==> src/rtl/iobit_pkg.sv <==
package iobit_pkg;

    localparam int unsigned DATA_W = 8;
    localparam int unsigned IDX_W  = $clog2(DATA_W);

    typedef enum logic [1:0] {
        OP_IDLE  = 2'b00,
        OP_WRITE = 2'b01,
        OP_BSET  = 2'b10,
        OP_BCLR  = 2'b11
    } iob_op_e;

    // Write request presented to the storage cells: value and per-bit enable.
    typedef struct packed {
        logic [DATA_W-1:0] val;
        logic [DATA_W-1:0] en;
    } iob_wr_t;

    function automatic logic [DATA_W-1:0] all_ones();
        return {DATA_W{1'b1}};
    endfunction

endpackage

==> src/rtl/iobit_bitsel.sv <==
module iobit_bitsel
    import iobit_pkg::*;
(
    input  logic [IDX_W-1:0]  idx,
    output logic [DATA_W-1:0] onehot
);
    for (genvar i = 0; i < DATA_W; i++) begin : g_sel
        assign onehot[i] = (idx == IDX_W'(i));
    end
endmodule

==> src/rtl/iobit_wrform.sv <==
module iobit_wrform
    import iobit_pkg::*;
(
    input  logic              legacy,
    input  iob_op_e           op,
    input  logic [DATA_W-1:0] wdata,
    input  logic [DATA_W-1:0] cur,
    input  logic [DATA_W-1:0] onehot,
    output iob_wr_t           wr
);
    always_comb begin
        wr.val = '0;
        wr.en  = '0;
        unique case (op)
            OP_WRITE: begin
                wr.val = wdata;
                wr.en  = all_ones();
            end
            OP_BSET: begin
                if (legacy) begin
                    // whole byte goes back, read ones included
                    wr.val = cur | onehot;
                    wr.en  = all_ones();
                end else begin
                    wr.val = onehot;
                    wr.en  = onehot;
                end
            end
            OP_BCLR: begin
                if (legacy) begin
                    wr.val = cur & ~onehot;
                    wr.en  = all_ones();
                end else begin
                    wr.val = '0;
                    wr.en  = onehot;
                end
            end
            default: begin
                wr.val = '0;
                wr.en  = '0;
            end
        endcase
    end
endmodule

==> src/rtl/iobit_cell.sv <==
module iobit_cell #(
    parameter bit IS_FLAG = 1'b0
) (
    input  logic clk,
    input  logic rst,
    input  logic wr_en,
    input  logic wr_val,
    input  logic hw_set,
    output logic q
);
    logic q_nxt;

    if (IS_FLAG) begin : g_flag
        // write-one clears; a hardware pulse overrides the clear
        always_comb q_nxt = hw_set | (q & ~(wr_en & wr_val));
    end else begin : g_plain
        always_comb q_nxt = wr_en ? wr_val : q;
    end

    always_ff @(posedge clk) begin
        if (rst) q <= 1'b0;
        else     q <= q_nxt;
    end
endmodule

==> src/rtl/iobit_reg.sv <==
module iobit_reg
    import iobit_pkg::*;
#(
    parameter logic [7:0] FLAG_MASK = 8'hF0
) (
    input  logic       clk,
    input  logic       rst,
    input  logic       legacy_mode,
    input  logic [1:0] op,
    input  logic [2:0] bit_idx,
    input  logic [7:0] wr_data,
    input  logic [7:0] flag_set,
    output logic [7:0] rd_data
);
    logic [DATA_W-1:0] onehot;
    logic [DATA_W-1:0] cur;
    iob_wr_t           wr;

    iobit_bitsel u_sel (
        .idx    (bit_idx),
        .onehot (onehot)
    );

    iobit_wrform u_form (
        .legacy (legacy_mode),
        .op     (iob_op_e'(op)),
        .wdata  (wr_data),
        .cur    (cur),
        .onehot (onehot),
        .wr     (wr)
    );

    for (genvar i = 0; i < DATA_W; i++) begin : g_bit
        iobit_cell #(.IS_FLAG(FLAG_MASK[i])) u_cell (
            .clk    (clk),
            .rst    (rst),
            .wr_en  (wr.en[i]),
            .wr_val (wr.val[i]),
            .hw_set (flag_set[i]),
            .q      (cur[i])
        );
    end

    assign rd_data = cur;
endmodule

==> config.mk <==
export PLATFORM = sky130hd
export DESIGN_NAME = iobit_reg
export DESIGN_NICKNAME = d
export VERILOG_FILES = /design/src/rtl/iobit_pkg.sv /design/src/rtl/iobit_bitsel.sv /design/src/rtl/iobit_wrform.sv /design/src/rtl/iobit_cell.sv /design/src/rtl/iobit_reg.sv
export SDC_FILE = /design/constraint.sdc
export NUM_CORES = 1
export LEC_CHECK = 0
export ABC_CLOCK_PERIOD_IN_PS = 1200
export CAP_MARGIN = 20
export CELL_PAD_IN_SITES_DETAIL_PLACEMENT = 2
export CELL_PAD_IN_SITES_GLOBAL_PLACEMENT = 2
export CORE_MARGIN = 2
export CORE_UTILIZATION = 31
export DETAILED_ROUTE_END_ITERATION = 7
export DONT_BUFFER_PORTS = 1
export PLACE_DENSITY_LB_ADDON = 0.25
export SLEW_MARGIN = 20
export SYNTH_ARGS = -nofsm -noshare
export SYNTH_HDL_FRONTEND = slang
export SYNTH_SLANG_ARGS = --single-unit
==> constraint.sdc <==
create_clock -name clk -period 1.2 [get_ports clk]
set_input_delay 0.18 -clock clk [delete_from_list [all_inputs] [get_ports clk]]
set_output_delay 0.18 -clock clk [all_outputs]
set_load 0.01 [all_outputs]
==> reports/summary.txt, run 1 <==
# H-tree levels -> 1
Total GRT Usage -> 13.7%
initial antenna violation count -> 0
top post-synthesis cells by area -> dfxtp_1, buf_4, mux2i_1
fin util -> 32.2%
CP startpoint kind -> input pin
share of the synthesized area in the top cell type -> 28.4%
top flop regs -> g_bit.u_cell.q: 8 flops
Synth Cell Area -> 564 µm²
post-DP HPWL -> 1020 µm
DR vias -> 454
Via density -> 5.34
I/O pins -> 32
max reg flops -> 8
Die Area -> 2180 µm²
Slew HR -> 77.2%
DP Cell Count -> 81
flops & latches, synth -> 8
final setup fails -> 0
clock root cell -> clkbuf_4
Synth warnings -> 0
Sink Count -> 8
Die Width -> 46.7 µm
FFs w/ async S/R, synth -> 0%
status -> finished clean
diodes inserted -> 0
Setup Skew -> 0 ps
Fin. Hold Viols -> 0
crit end category -> register
first-pass GRT wire length -> 1970 µm
Hold Crit Class -> input pin to register
period utilisation layout -> 74.3%
CTS Hold Bufs -> 1
VDD IR max -> 0.476 mV
clock slew at reported path FFs -> 60 ps
actual transition at the worst max-transition pin -> 341 ps
CP max stage cell -> dlygate4sd3_1
setup_tns -> 0 ps
RSZ-0062 raised after global routing -> false
IO buf count -> 0
Seq/Total Area, Yosys -> 28.4%
main flop type after synthesis -> dfxtp_1
Slew Limit Fails -> 0
Core Area -> 1730 µm²
Row Count -> 15
non-filler cells, final -> 85
critical-path cell list -> dlygate4sd3_1 > a2111oi_1
initial core utilization -> 32.7%
final WL -> 1350 µm
CP Data Required Time -> 1350 ps
Worst Path Buf+Inv -> 1
synth unique cells -> 25
Worst EP arrival -> 1040 ps
layout cells sized above 1 -> 13.3%
maximum clock rate -> 1120 MHz
crit-path max FO -> 9
CP peak stage delay -> 610 ps
Syn Inst Count -> 66
CTS tree -> yes
Longest Clk Path Bufs -> 2
gpl congestion -> 0.698
Avg Cell Area, Syn -> 8.55 µm²
die height -> 46.7 µm
post-cts resize count -> 0
Power Dens Cells -> 1090 nW/µm²
Max Cap Viol -> 0
critical path type -> input pin to register
grt ovf -> 0
Top delay family on crit path -> buffers and inverters
Synth top cells by count -> buf_4, dfxtp_1, inv_1
Post-synth EDFFs -> 0
DRC violations left -> 0
largest reg by FF count -> g_bit.u_cell.q
vias in the first global route -> 420
Layout area overhead -> -1.55%
net count after synthesis -> 90
post-route minimum period -> 892 ps
largest net degree at the start of global routing -> 11
drt wl/cell -> 15.9 µm
fill count -> 210
largest area contributor in the netlist -> dfxtp_1
post-route ant nets -> 0
# Post-CTS Setup Buffers -> 0
Final Net Count -> 86
LEAKAGE -> 0.222 nW
drt first pass iters -> 2
Clk Latency, worst-skew pair -> 250 ps
initial DRC count -> 3
total CTS buffers -> 3
-- final timing paths --
path | depth (start not counted) | from | slack, ps | endpoint
worst max register to register | 2 | g_bit[2].u_cell.q | 310 | g_bit[2].u_cell.q
worst max-delay path | 2 | rst | 310 | g_bit[2].u_cell.q
worst min-delay path | 1 | op[0] | 10 | g_bit[2].u_cell.q
worst min register to register | 2 | g_bit[0].u_cell.q | 550 | g_bit[0].u_cell.q
-- metrics by stage --
step	setup slack, ps	hold slack [ps]	cell area (µm²)	total power, mW
final	308	11.9	556	0.604
after global placement	107	251	523	0.390
after CTS	290	7.03	556	0.617
after floorplan	105	280	564	0.414
after detailed placement	90.7	254	523	0.394
after global routing	205	5.76	556	0.646
-- cell usage in the layout (no fill, tap or decap) --
master         Yosys  layout
nor3_1             1       1
a31oi_1            2       2
nor2b_2            1       1
nand2_1            4       4
a211o_1            4       4
buf_4              8       1
and4bb_2           1       1
inv_1              8       8
mux2i_1            4       4
nor3b_1            1       1
or4b_1             1       1
a211oi_2           2       2
nand3b_1           3       3
or2b_1             1       1
nor2_1             2       2
nand3_1            3       3
and4b_1            1       1
clkbuf_4           0       3
o311ai_0           1       1
nand2b_1           1       1
o22ai_1            4       4
dfxtp_1            8       8
dlygate4sd3_1      0       1
a2111oi_1          2       2
-- cells by family after synthesis --
| kind of cell | Yosys count | share of synthesized area [%] |
|---|---|---|
| buffers and inverters | 19 | 19.5 |
| and+or+nand+nor | 20 | 22.6 |
| muxes | 4 | 7.10 |
| AOI/OAI and AO/OA | 15 | 22.4 |
| DFF | 8 | 28.4 |
-- metal layers --
metal / vias up / GRT usage, % / share of wire, %
li1: 223 / - / -
met1: 209 / 18.1 / 47
met2: 20 / 16.9 / 42
met3: 2 / 9.80 / 10
met4: 0 / 5.00 / 0.74
met5: - / 0 / 0
-- final cells by class --
class | instances | area (µm²) | share of cell area [%]
repair buffers | 2 | 17.5 | 3.15
clock buffers | 3 | 22.5 | 4.05
inverters | 8 | 30.0 | 5.41
multi-input cells | 39 | 294 | 52.9
flip-flops and latches | 8 | 160 | 28.8
well taps | 25 | 31.3 | 5.63
-- power by group --
group	internal, mW	switching [mW]	leakage, nW	total, mW
clock network	0.115	0.0988	0.0138	0.214
logic	0.0452	0.0364	0.142	0.0815
registers	0.286	0.0223	0.0664	0.309
total	0.447	0.158	0.222	0.604
Note: power is estimated with default switching activity, not from simulation.
==> run 2, diff against run 1 <==
--- a/config.mk
+++ b/config.mk
@@ -5,12 +5,12 @@
 export SDC_FILE = /design/constraint.sdc
 export NUM_CORES = 1
 export LEC_CHECK = 0
-export ABC_CLOCK_PERIOD_IN_PS = 1200
+export ABC_CLOCK_PERIOD_IN_PS = 800
 export CAP_MARGIN = 20
 export CELL_PAD_IN_SITES_DETAIL_PLACEMENT = 2
 export CELL_PAD_IN_SITES_GLOBAL_PLACEMENT = 2
 export CORE_MARGIN = 2
-export CORE_UTILIZATION = 31
+export CORE_UTILIZATION = 28
 export DETAILED_ROUTE_END_ITERATION = 7
 export DONT_BUFFER_PORTS = 1
 export PLACE_DENSITY_LB_ADDON = 0.25
==> constraint.sdc (replaced) <==
create_clock -name clk -period 0.8 [get_ports clk]
set_input_delay 0.12 -clock clk [delete_from_list [all_inputs] [get_ports clk]]
set_output_delay 0.12 -clock clk [all_outputs]
set_load 0.01 [all_outputs]
==> reports/summary.txt, run 2 (synthesized netlist as in run 1, its figures left out) <==
Worst Path Buf+Inv -> 1 (unchanged)
initial antenna violation count -> 0 (unchanged)
clock root cell -> clkbuf_4 (unchanged)
period utilisation layout -> 104%
I/O pins -> 32 (unchanged)
Int Pwr -> 0.728 mW (was 0.447 mW)
Worst EP arrival -> 710 ps (was 1040 ps)
clock network power share -> 33.2% (was 35.4%)
Row Count -> 16 (was 15)
top flop regs -> g_bit.u_cell.q: 8 flops (unchanged)
Max Cap Viol -> 0 (unchanged)
tightest hold margin -> -79.3 ps (was 11.9 ps)
DR vias -> 480 (was 454)
Sw Pwr -> 0.254 mW (was 0.158 mW)
DP Cell Count -> 91 (was 81)
clock slew at reported path FFs -> 60 ps (about the same)
post-route ant nets -> 0 (unchanged)
part of the power in registers -> 46.5% (was 51.1%)
worst r2r src -> g_bit[6].u_cell.q (was g_bit[2].u_cell.q)
# Post-CTS Setup Buffers -> 0 (unchanged)
final setup fails -> 8 (was 0)
final WL -> 1380 µm (was 1350 µm)
die height -> 48.9 µm (was 46.7 µm)
CP max stage cell -> dfxtp_2 (was dlygate4sd3_1)
# H-tree levels -> 1 (unchanged)
Total GRT Usage -> 12.4% (was 13.7%)
Fin. Hold Viols -> 8 (was 0)
largest net degree at the start of global routing -> 13 (was 11)
combinational power share -> 20.2% (was 13.5%)
Sink Count -> 8 (unchanged)
post-DP HPWL -> 1060 µm (was 1020 µm)
initial DRC count -> 0 (was 3)
Via density -> 5.11 (was 5.34)
sw frac -> 25.9% (was 26.1%)
Power Dens Cells -> 1490 nW/µm² (was 1090 nW/µm²)
pre-CTS setup slack -> -137 ps (was 90.7 ps)
critical path type -> register to output pin (was input pin to register)
initial core utilization -> 29.4% (was 32.7%)
largest reg by FF count -> g_bit.u_cell.q (unchanged)
Core Area -> 1920 µm² (was 1730 µm²)
Layout area overhead -> 16.6% (was -1.55%)
max reg flops -> 8 (unchanged)
total CTS buffers -> 3 (unchanged)
Clk Latency, worst-skew pair -> 260 ps (was 250 ps)
actual transition at the worst max-transition pin -> 287 ps (was 341 ps)
crit end category -> output pin (was register)
drt wl/cell -> 14.7 µm (was 15.9 µm)
layout cells sized above 1 -> 38.8% (was 13.3%)
Post-DP Area -> 586 µm² (was 523 µm²)
LEAKAGE -> 0.270 nW (was 0.222 nW)
Setup WS post-layout -> -28.3 ps (was 308 ps)
first-pass GRT wire length -> 2280 µm (was 1970 µm)
non-filler cells, final -> 94 (was 85)
CTS tree -> yes (unchanged)
final instance area -> 658 µm² (was 556 µm²)
Die Width -> 48.9 µm (was 46.7 µm)
critical path depth in cells -> 1 (was 2)
vias in the first global route -> 489 (was 420)
Slew HR -> 80.7% (was 77.2%)
crit-path max FO -> 2 (was 9)
maximum clock rate -> 1210 MHz
Die Area -> 2390 µm² (was 2180 µm²)
IO buf count -> 0 (unchanged)
diodes inserted -> 0 (unchanged)
Slew Limit Fails -> 0 (unchanged)
CP Data Required Time -> 680 ps (was 1350 ps)
Top delay family on crit path -> flip-flops (was buffers and inverters)
Longest Clk Path Bufs -> 2 (unchanged)
Hold Crit Class -> input pin to register (unchanged)
R2R cell count -> 3 (was 2)
RSZ-0062 raised after global routing -> true (was false)
VDD IR max -> 0.835 mV (was 0.476 mV)
critical-path cell list -> buf_6 (was dlygate4sd3_1 > a2111oi_1)
internal reg-to-reg setup slack -> 40 ps (was 310 ps)
critical path startpoint -> g_bit[3].u_cell.q (was rst)
Setup Skew -> 0 ps (unchanged)
Reg-to-Reg End -> g_bit[6].u_cell.q (was g_bit[2].u_cell.q)
drt first pass iters -> 1 (was 2)
commonest non-fill, non-tap cells in the layout -> inv_1, dfxtp_2, buf_6 (was inv_1, dfxtp_1)
CP endpoint -> rd_data[3] (was g_bit[2].u_cell.q)
post-route minimum period -> 828 ps
DRC violations left -> 0 (unchanged)
grt ovf -> 0 (unchanged)
status -> finished, violations left (was finished clean)
CP peak stage delay -> 350 ps (was 610 ps)
CP startpoint kind -> register (was input pin)
gpl congestion -> 0.700 (was 0.698)
failing checks -> negative hold slack, negative setup slack
Final Net Count -> 93 (was 86)
Final Power -> 0.982 mW (was 0.604 mW)
run 2: metal layers:
metal	track usage, %	share of wire (%)
met2	18.7	46
met1	14.6	42
met5	0	0
met3	7.98	11
met4	2.86	0.80
run 2: metrics by stage:
| step | utilization (%) | TNS, ps |
|---|---|---|
| global placement | 30.5 | -555 |
| global route | 34.2 | -418 |
| finish | 34.2 | -121 |
| floorplan | - | -398 |
| detailed placement | 30.5 | -764 |
| CTS | 33.7 | -205 |
run 2: how the worst min path moves through the flow:
stage | to | slack, ps | start | depth (start not counted)
floorplan | g_bit[2].u_cell.q | 220 | op[0] | 1
global placement | g_bit[1].u_cell.q | 190 | rst | 1
detailed placement | g_bit[0].u_cell.q | 190 | rst | 1
CTS | g_bit[0].u_cell.q | -90 | rst | 1
global route | g_bit[0].u_cell.q | -100 | rst | 1
finish | g_bit[1].u_cell.q | -80 | rst | 1
run 2: final cells by class:
| class | count | area [µm²] |
|---|---|---|
| flip-flops and latches | 8 | 170 |
| clock buffers | 3 | 22.5 |
| multi-input cells | 39 | 304 |
| repair buffers | 9 | 97.6 |
| well taps | 27 | 33.8 |
| inverters | 8 | 30.0 |
| fillers | 231 | 1260 |
run 2: what timing repair did:
| item | in CTS | in global routing |
|---|---|---|
| pin swaps | 2 | 3 |
| setup endpoints to repair | 10 | 14 |
| hold endpoints to repair | 8 | 8 |
| gates resized for setup | 16 | 2 |
run 2: power by group through the flow:
| stage | combinational, mW | sequential (mW) | clock, mW |
|---|---|---|---|
| global placement | 0.173 | 0.452 | 0 |
| floorplan | 0.177 | 0.450 | 0 |
| CTS | 0.197 | 0.457 | 0.344 |
| global route | 0.220 | 0.462 | 0.371 |
| finish | 0.199 | 0.457 | 0.326 |
| detailed placement | 0.179 | 0.454 | 0 |
